==> src/rtl/tpam_pkg.sv <==
package tpam_pkg;
   typedef enum logic [1:0] {
      ROUTE_NONE = 2'd0,
      ROUTE_A    = 2'd1,
      ROUTE_B    = 2'd2,
      ROUTE_OOR  = 2'd3
   } route_e;

   localparam int KB_SHIFT = 10;
endpackage

==> src/rtl/tpam_size_cfg.sv <==
module tpam_size_cfg #(
   parameter int SIZE_W = 20
) (
   input  logic                        clk,
   input  logic                        rst_n,
   input  logic                        busy,
   input  logic [1:0]                  wr,
   input  logic [SIZE_W-1:0]           wdata,
   output logic [1:0][SIZE_W-1:0]      act
);
   for (genvar g = 0; g < 2; g++) begin : g_port
      logic [SIZE_W-1:0] shadow;
      logic              pend;
      always_ff @(posedge clk) begin
         if (!rst_n) begin
            act[g] <= '0;
            shadow <= '0;
            pend   <= 1'b0;
         end else if (busy) begin
            if (wr[g]) begin
               shadow <= wdata;
               pend   <= 1'b1;
            end
         end else begin
            if (wr[g])
               act[g] <= wdata;
            else if (pend)
               act[g] <= shadow;
            pend <= 1'b0;
         end
      end
   end
endmodule

==> src/rtl/tpam_port_select.sv <==
module tpam_port_select import tpam_pkg::*; #(
   parameter int ADDR_W = 32,
   parameter int SIZE_W = 20
) (
   input  logic [ADDR_W:0]        off,
   input  logic                   off_ok,
   input  logic [SIZE_W-1:0]      size_a,
   input  logic [SIZE_W-1:0]      size_b,
   output route_e                 route,
   output logic [ADDR_W-1:0]      dev
);
   localparam int OFF_W = ADDR_W + 1;

   logic [OFF_W-1:0] span_a, span_b, end_b;

   assign span_a = OFF_W'(size_a) << KB_SHIFT;
   assign span_b = OFF_W'(size_b) << KB_SHIFT;
   assign end_b  = span_a + span_b;

   always_comb begin
      route = ROUTE_OOR;
      dev   = '0;
      if (off_ok) begin
         if (off < span_a) begin
            route = ROUTE_A;
            dev   = off[ADDR_W-1:0];
         end else if (off < end_b) begin
            route = ROUTE_B;
            dev   = ADDR_W'(off - span_a);
         end
      end
   end
endmodule

==> src/rtl/tpam_region_lookup.sv <==
module tpam_region_lookup #(
   parameter int ADDR_W      = 32,
   parameter int NUM_REGIONS = 2,
   parameter int POLICY_W    = 2
) (
   input  logic [ADDR_W:0]                        off,
   input  logic [NUM_REGIONS-1:0][ADDR_W-1:0]     bnd,
   input  logic [NUM_REGIONS-1:0][POLICY_W-1:0]   pol,
   output logic [POLICY_W-1:0]                    pol_out
);
   logic [NUM_REGIONS-1:0] hit;

   for (genvar k = 0; k < NUM_REGIONS; k++) begin : g_cmp
      assign hit[k] = off < {1'b0, bnd[k]};
   end

   always_comb begin
      pol_out = '0;
      for (int k = NUM_REGIONS - 1; k >= 0; k--) begin
         if (hit[k])
            pol_out = pol[k];
      end
   end
endmodule

==> src/rtl/twin_port_addr_map.sv <==
module twin_port_addr_map import tpam_pkg::*; #(
   parameter int          ADDR_W      = 32,
   parameter int          SIZE_W      = 20,
   parameter int          NUM_REGIONS = 2,
   parameter int          POLICY_W    = 2,
   parameter logic [31:0] MAP_BASE    = 32'h2800_0000,
   localparam int         CFG_AW      = $clog2(2 + 2 * NUM_REGIONS)
) (
   input  logic                 clk,
   input  logic                 rst_n,
   input  logic                 cfg_we,
   input  logic [CFG_AW-1:0]    cfg_idx,
   input  logic [ADDR_W-1:0]    cfg_wdata,
   input  logic                 in_valid,
   input  logic                 in_mapped,
   input  logic [ADDR_W-1:0]    in_addr,
   output logic                 out_valid,
   output logic                 out_sel_a,
   output logic                 out_sel_b,
   output logic                 out_oor,
   output logic [ADDR_W-1:0]    out_dev_addr,
   output logic [POLICY_W-1:0]  out_policy
);
   localparam int OFF_W = ADDR_W + 1;
   localparam logic [ADDR_W-1:0] BASE = ADDR_W'(MAP_BASE);

   if (SIZE_W + KB_SHIFT > ADDR_W) begin : g_chk_size
      $error("twin_port_addr_map: SIZE_W too wide for ADDR_W");
   end
   if (NUM_REGIONS < 1) begin : g_chk_reg
      $error("twin_port_addr_map: NUM_REGIONS must be at least 1");
   end
   if (POLICY_W < 1 || POLICY_W > ADDR_W) begin : g_chk_pol
      $error("twin_port_addr_map: POLICY_W out of range");
   end

   logic [1:0]                          size_wr;
   logic [1:0][SIZE_W-1:0]              act_size;
   logic [NUM_REGIONS-1:0][ADDR_W-1:0]  bnd_q;
   logic [NUM_REGIONS-1:0][POLICY_W-1:0] pol_q;

   assign size_wr[0] = cfg_we && (cfg_idx == CFG_AW'(0));
   assign size_wr[1] = cfg_we && (cfg_idx == CFG_AW'(1));

   tpam_size_cfg #(.SIZE_W(SIZE_W)) u_size (
      .clk   (clk),
      .rst_n (rst_n),
      .busy  (in_valid),
      .wr    (size_wr),
      .wdata (cfg_wdata[SIZE_W-1:0]),
      .act   (act_size)
   );

   for (genvar k = 0; k < NUM_REGIONS; k++) begin : g_region
      always_ff @(posedge clk) begin
         if (!rst_n) begin
            bnd_q[k] <= '0;
            pol_q[k] <= '0;
         end else if (cfg_we) begin
            if (cfg_idx == CFG_AW'(2 + 2 * k))
               bnd_q[k] <= cfg_wdata;
            if (cfg_idx == CFG_AW'(3 + 2 * k))
               pol_q[k] <= cfg_wdata[POLICY_W-1:0];
         end
      end
   end

   logic [OFF_W-1:0] off;
   logic             off_ok;

   always_comb begin
      if (in_mapped) begin
         off_ok = in_addr >= BASE;
         off    = {1'b0, in_addr - BASE};
      end else begin
         off_ok = 1'b1;
         off    = {1'b0, in_addr};
      end
   end

   route_e              route;
   logic [ADDR_W-1:0]   dev;
   logic [POLICY_W-1:0] pol_hit;

   tpam_port_select #(.ADDR_W(ADDR_W), .SIZE_W(SIZE_W)) u_sel (
      .off    (off),
      .off_ok (off_ok),
      .size_a (act_size[0]),
      .size_b (act_size[1]),
      .route  (route),
      .dev    (dev)
   );

   tpam_region_lookup #(
      .ADDR_W(ADDR_W), .NUM_REGIONS(NUM_REGIONS), .POLICY_W(POLICY_W)
   ) u_reg (
      .off     (off),
      .bnd     (bnd_q),
      .pol     (pol_q),
      .pol_out (pol_hit)
   );

   always_ff @(posedge clk) begin
      if (!rst_n || !in_valid) begin
         out_valid    <= 1'b0;
         out_sel_a    <= 1'b0;
         out_sel_b    <= 1'b0;
         out_oor      <= 1'b0;
         out_dev_addr <= '0;
         out_policy   <= '0;
      end else begin
         out_valid    <= 1'b1;
         out_sel_a    <= route == ROUTE_A;
         out_sel_b    <= route == ROUTE_B;
         out_oor      <= route == ROUTE_OOR;
         out_dev_addr <= dev;
         out_policy   <= (route == ROUTE_OOR) ? '0 : pol_hit;
      end
   end
endmodule

==> config.mk <==
export PLATFORM = sky130hd
export DESIGN_NAME = twin_port_addr_map
export DESIGN_NICKNAME = d
export VERILOG_FILES = /design/src/rtl/tpam_pkg.sv /design/src/rtl/tpam_size_cfg.sv /design/src/rtl/tpam_port_select.sv /design/src/rtl/tpam_region_lookup.sv /design/src/rtl/twin_port_addr_map.sv
export SDC_FILE = /design/constraint.sdc
export NUM_CORES = 1
export LEC_CHECK = 0
export CAP_MARGIN = 15
export CORE_MARGIN = 8
export CORE_UTILIZATION = 55
export CTS_BUF_LIST = sky130_fd_sc_hd__clkbuf_4 sky130_fd_sc_hd__clkbuf_8 sky130_fd_sc_hd__clkbuf_16
export CTS_CLUSTER_DIAMETER = 120
export DETAILED_ROUTE_END_ITERATION = 8
export GPL_TIMING_DRIVEN = 0
export PLACE_DENSITY = 0.8
export SYNTH_ARGS = -nofsm -noshare
export SYNTH_HDL_FRONTEND = slang
export SYNTH_SLANG_ARGS = --single-unit
==> constraint.sdc <==
create_clock -name clk -period 8.37 [get_ports clk]
set_input_delay 2.511 -clock clk [delete_from_list [all_inputs] [get_ports clk]]
set_output_delay 2.511 -clock clk [all_outputs]
set_load 0.005 [all_outputs]
# Word-level counts from Yosys, hierarchy flattened
# Cells that the tools add are included.
dict set report totals {
  ram_bits 0
  latchBits 0
  n_memories 0
  reg_bits 188
  rom_bits 0
}
dict set report op_classes {
  reduce_logical 19
  magnitude_cmp 5
  div_mod_pow 0
  muxes 14
  n_eq_ne 8
  shifts 0
  bitwise 2
  n_addsub 3
  mul 0
}
# operator count
set ops {}
lappend ops {{$mux W32} 3}
lappend ops {{$mux W20} 4}
lappend ops {{$lt A32 B32 Y1} 2}
lappend ops {{$lt A32 B33 Y1} 1}
lappend ops {{$ge A32 B30 Y1 const B} 1}
lappend ops {{$lt A32 B30 Y1} 1}
lappend ops {{$sub A32 B30 Y32} 1}
lappend ops {{$sub A32 B30 Y32 const B} 1}
lappend ops {{$add A30 B30 Y31} 1}
lappend ops {{$reduce_and A2 Y1} 9}
lappend ops {{$mux W2} 4}
lappend ops {{$eq A3 B2 Y1 const B} 2}
lappend ops {{$eq A3 B3 Y1 const B} 2}
lappend ops {{$eq A2 B2 Y1 const B} 2}
lappend ops {{$reduce_bool A2 Y1} 2}
lappend ops {{$reduce_or A2 Y1} 2}
lappend ops {{$eq A3 B1 Y1 const B} 1}
lappend ops {{$logic_not A3 Y1} 1}
lappend ops {{$mux W1} 3}
lappend ops {{$eq A2 B1 Y1 const B} 1}
lappend ops {{$logic_and A1 B1 Y1} 2}
lappend ops {{$logic_not A1 Y1} 2}
lappend ops {{$not A1 Y1} 2}
lappend ops {{$logic_or A1 B1 Y1} 1}

# Depth between registers and ports, before layout
# Gate-level depths: netlist of the first run.
dict set report depth {
  word_depth 8
  ltp_mapped 19
}

# Cells and area by module
# A second synthesis of the first run with hierarchy kept.
dict set report hier_totals {
  cells_unflattened 1347
  hier_area_um2 11524.8
}
# mod area_each_um2 instances cells_per_inst
set modules_own_cells {}
lappend modules_own_cells {twin_port_addr_map 3595.9 1 369}
lappend modules_own_cells {tpam_size_cfg 3469.6 1 370}
lappend modules_own_cells {tpam_port_select 2808.9 1 384}
lappend modules_own_cells {tpam_region_lookup 1650.3 1 224}

# Least setup slack after synthesis of the first run
# No wires, ideal clock.
dict set report synth_timing {
  path_type {input -> register}
  start {in in_addr[27]}
  end {reg out_dev_addr[30]}
  setup_time_ns 0.060
  cell_stages 11
  n_path_buf 1
  t_arrival_ns 4.779
  setup_slack_ns 3.531
  t_required_ns 8.310
  cell_sequence {inv_1 ha_1 nand2b_1 xnor2_1 ha_1 o21ai_0 a21oi_4 a2111o_1 nor3b_4 buf_6 and3_1}
}
dict set report synth_between {
  elab_chain_cells 5
  elab_cells_between_ends 11
  classes_between {add/sub (2); order compare (3); mux (4); bitwise (1); reduce/logical (1)}
}
# element line_no
set synth_lines {}
lappend synth_lines {{start, declared} twin_port_addr_map.sv:16} ;# input logic [ADDR_W-1:0] in_addr,
lappend synth_lines {{$sub A32 B30 Y32} twin_port_addr_map.sv:74} ;# off = {1'b0, in_addr - BASE};
lappend synth_lines {{$mux W32} twin_port_addr_map.sv:72} ;# if (in_mapped) begin
lappend synth_lines {{$sub A32 B30 Y32 or $lt A32 B33 Y1 (tied branches)} {tpam_port_select.sv:29, tpam_port_select.sv:27}}
lappend synth_lines {{$mux W32} tpam_port_select.sv:27} ;# end else if (off < end_b) begin
lappend synth_lines {{$mux W32} tpam_port_select.sv:24} ;# if (off < span_a) begin
lappend synth_lines {{end signal, assigned} twin_port_addr_map.sv:116} ;# out_dev_addr <= dev;
lappend synth_lines {{end, declared} twin_port_addr_map.sv:21} ;# output logic [ADDR_W-1:0] out_dev_addr,
# Parallel ways exist; a longest one is shown, timed or not.
# A chain may end at the register's enable or synchronous reset.

# Final worst setup path of the first run
dict set report layout_timing {
  start {in in_addr[27]}
  end {reg out_dev_addr[13]}
}
dict set report layout_between {
  elab_chain_cells 5
  elab_cells_between_ends 10
  classes_between {add/sub (1); order compare (3); mux (4); bitwise (1); reduce/logical (1)}
}
# element line_no
set layout_lines {}
lappend layout_lines {{$sub A32 B30 Y32} twin_port_addr_map.sv:74}
lappend layout_lines {{$mux W32} twin_port_addr_map.sv:72}
lappend layout_lines {{$lt A32 B33 Y1} tpam_port_select.sv:27}
lappend layout_lines {{$mux W32} tpam_port_select.sv:27}
lappend layout_lines {{$mux W32} tpam_port_select.sv:24}
# Parallel ways exist; a longest one is shown, timed or not.

==> metrics, run 1 <==
non-filler cells, final 1,760; Cell Count Post-Placement 1,728; RSZ-0062 raised after global routing false; Cell Chain, Critical Path clkdlybuf4s50_1 > inv_1 > ha_1 > nand2b_1 > xnor2_1 > ha_1 > a21oi_1 > nand2_1 > nor4_1 > nor2_1 > nor2_1 > clkbuf_1 > a32o_1; Peak supply drop 149 uV; Crit path required time 8.72 ns; remaining antenna violation count after routing 0; Syn Area/Cell 8.33 um^2; Worst Hold Path EP u_size.g_port[0].shadow[9]; Synth warnings 0; Initial Utilization 55.8%; H-tree depth 4; ys flop type dfxtp_1; Post-synth EDFFs 0; Clock Latency Late Sink 0.44 ns; DRC viols 0; startpoint types input pin; Static Leak 5.33 nW; cts bufs inserted 17; CTS sink cnt 188; CP Capture Type flop; global-route wire length before repair 49.5 mm; Hold/Removal Path Class reg2reg; final instance area 13,300 um^2; setup ws final 2.38 ns; Slowest-stage cell, CP xnor2_1; vias post-DR 9,961; area growth from synthesis to layout 17.8%; CP max stage delay 0.70 ns; final worst-path cycle share 71.5%; drt pass-1 iters 5; most common cell after layout, fill and taps aside nand2_1; fmax 0.167 GHz; Hold Slack 0.452 ns; asr flop ratio synth 0%; WS Path Type in2reg; post-synthesis cell type count 67; die height 159 um; worst r2r src u_size.act[11]; Comb pwr share 16.8%; final setup violation count 0; row cnt 52; post-DR wirelength/cell 17.3 um; Reg2Reg Depth 17; HPWL Detailed 24.1 mm; setup TNS 0 ns; initial antenna violation count 0; R2R Path End out_dev_addr[13]; layout cells sized above 1 3.22%; syn nets 1,548; clock-pin slew on the worst setup and hold paths 0.06 ns; Die X 159 um; run status finished, final reports clean; Seq cells post-synth 188; CP max FO 10; PD cells 159 nW/um^2; Post-CTS Hold Fix Bufs 0; gp weighted congestion 0.888; Max clock buf depth 2; CTS root buffer clkbuf_16; fin crit period 5.99 ns; number of global-route vias before repair 9,680; Syn Inst Count 1,351; Slew Limit Fails 0; core area 20,200 um^2; Fin. Hold Viols 0; Hold Startpoint u_size.g_port[0].shadow[9]; Max-Cap Viols 0; CTS tree done; Overflow after GRT 0; clock skew 0.0126 ns; Reg power frac 44.0%; sw power 0.573 mW; clock power share 39.2%; commonest cells after routing, fill and taps aside 296 x nand2_1, 188 x dfxtp_1, 123 x ha_1; GR Util All Layers 23.9%; sequential area share after synthesis 33.4%; final WL 30.5 mm; I/O Buffers 106; Int Pwr 1.54 mW; Syn Std Cell Area 11,300 um^2; Die Area 25,300 um^2; NumNets Final 1,674; post-CTS sizing 0; Tightest Pin Transition 0.875 ns; largest net degree at the start of global routing 17; Avg Vias per Cell 5.66; register-to-register setup slack 3.65 ns; placed cell area 12,700 um^2; First DRT Iteration DRCs 569; io pins 110; relative slew slack 41.3%; Net Sw Frac 27.2%; Post-Place Worst Slack 2.07 ns; hold path depth 2; setup bufs post-CTS 0; Worst Path Arrival 6.33 ns; ant diodes 0
==> power groups by stage <==
stage	combinational (mW)	sequential, mW	clock (mW)
2_1_floorplan	0.212	0.947	0
3_3_place_gp	0.339	0.949	0
3_5_place_dp	0.349	0.949	0
4_1_cts	0.351	0.929	0.835
5_1_grt	0.390	0.931	0.873
6_report	0.354	0.929	0.827
==> registers in the layout (all words and copies together), names as in the netlist <==
register / cells
u_size.g_port.pend: 2
bnd_q: 64
out_sel_b: 1
out_policy: 2
out_dev_addr: 32
out_valid: 1
out_oor: 1
pol_q: 4
out_sel_a: 1
u_size.g_port.shadow: 40
u_size.act: 40
==> kinds of logic (layout without fill, tap and decap cells) <==
family	Yosys count	after routing	synth area share, %
flip-flops	188	188	33.4
multiplexers	45	45	4.01
AND/OR/NAND/NOR	448	448	17.4
XOR/XNOR	26	26	2.02
AO/OA/AOI/OAI	354	354	23.4
adder cells (fa/ha/maj)	125	125	14.0
buffers and inverters	165	304	5.69
==> metal layers <==
| layer | wire length, um | vias up | global-route usage (%) | part of all wire (%) |
|---|---|---|---|---|
| met1 | 13800 | 4670 | 30.1 | 45 |
| met2 | 13900 | 273 | 39.5 | 46 |
| met3 | 1670 | 63 | 4.19 | 5.5 |
| met5 | 0 | - | 0 | 0 |
| li1 | - | 4955 | - | - |
| met4 | 1140 | 0 | 10.6 | 3.7 |
==> cell type report <==
class / count / area, um^2
buffer: 61 / 250
clock buffer: 21 / 462
clock inverter: 11 / 133
fill: 1728 / 6920
inverter: 104 / 390
multi-input combinational: 998 / 6850
sequential: 188 / 3760
tap: 270 / 338
timing repair buffer: 107 / 1070
==> critical path, delay by kind of cell <==
kind,cells,cell delay [ns]
adders and majority gates,2,0.62
xor gates and xnor gates,1,0.70
and+or+nand+nor,5,0.80
buffers and inverters,3,1.10
AOI/OAI and AO/OA,2,0.61
==> stage by stage <==
step	utilization [%]	total power, mW
2_1_floorplan	-	1.16
3_3_place_gp	62.7	1.29
3_5_place_dp	62.8	1.30
4_1_cts	65.7	2.12
5_1_grt	65.7	2.19
6_report	65.7	2.11
==> synthesized netlist by cell type (9+ instances only) <==
master | instances | area, um^2
a21o_1 | 26 | 195
o211ai_1 | 9 | 67.6
dfxtp_1 | 188 | 3760
nor2_1 | 44 | 165
ha_1 | 123 | 1540
a22o_1 | 15 | 131
nand2b_1 | 9 | 56.3
clkbuf_1 | 54 | 203
inv_1 | 104 | 390
nor2b_1 | 12 | 75.1
o21ai_0 | 27 | 135
mux2i_1 | 44 | 440
xnor2_1 | 14 | 123
o21a_1 | 11 | 82.6
nand2_1 | 296 | 1110
o21ai_1 | 9 | 45.0
a21boi_0 | 63 | 473
nor3_1 | 17 | 85.1
xor2_1 | 12 | 105
and2_1 | 13 | 81.3
o211a_1 | 41 | 410
a21boi_1 | 46 | 345
nand3_1 | 12 | 60.1
nand4_1 | 10 | 62.6
a21oi_1 | 49 | 245
==> worst max-delay path by stage <==
stage                      startpoint          endpoint  slack, ns  depth (start not counted)
after CTS                 in_addr[27]  out_dev_addr[13]       2.55                         13
after detailed placement  in_addr[27]  out_dev_addr[13]       2.07                         13
final                     in_addr[27]  out_dev_addr[13]       2.38                         13
after global routing      in_addr[27]  out_dev_addr[13]       2.20                         13
after global placement    in_addr[27]  out_dev_addr[13]       2.06                         13
after floorplan           in_addr[27]  out_dev_addr[30]       3.53                         11
(Power assumes the default switching activity.)
==> inputs of run 2 (changes only) <==
Clock period 8.37 ns to 5.7 ns, I/O delays scaled along.
==> results of run 2 <==
Same layout as run 1 (identical final DEF). Status: finished, final reports clean.
Main changes from that run: setup slack after placement 2.07 ns -> 0.200 ns; setup slack after layout 2.38 ns -> 0.516 ns; register-to-register setup slack 3.65 ns -> 0.98 ns; total power 2.11 mW -> 3.10 mW; worst IR drop on VDD 149 uV -> 219 uV
==> inputs of run 3 (changes only) <==
Settings changed: CAP_MARGIN 15 to 20, TNS_END_PERCENT set to 10.
==> results of run 3 <==
Same layout as run 1 (identical final DEF). Status: finished, final reports clean.
Main changes from that run: setup slack after placement 2.07 ns -> 0.200 ns; setup slack after layout 2.38 ns -> 0.516 ns; register-to-register setup slack 3.65 ns -> 0.98 ns; total power 2.11 mW -> 3.10 mW; worst IR drop on VDD 149 uV -> 219 uV
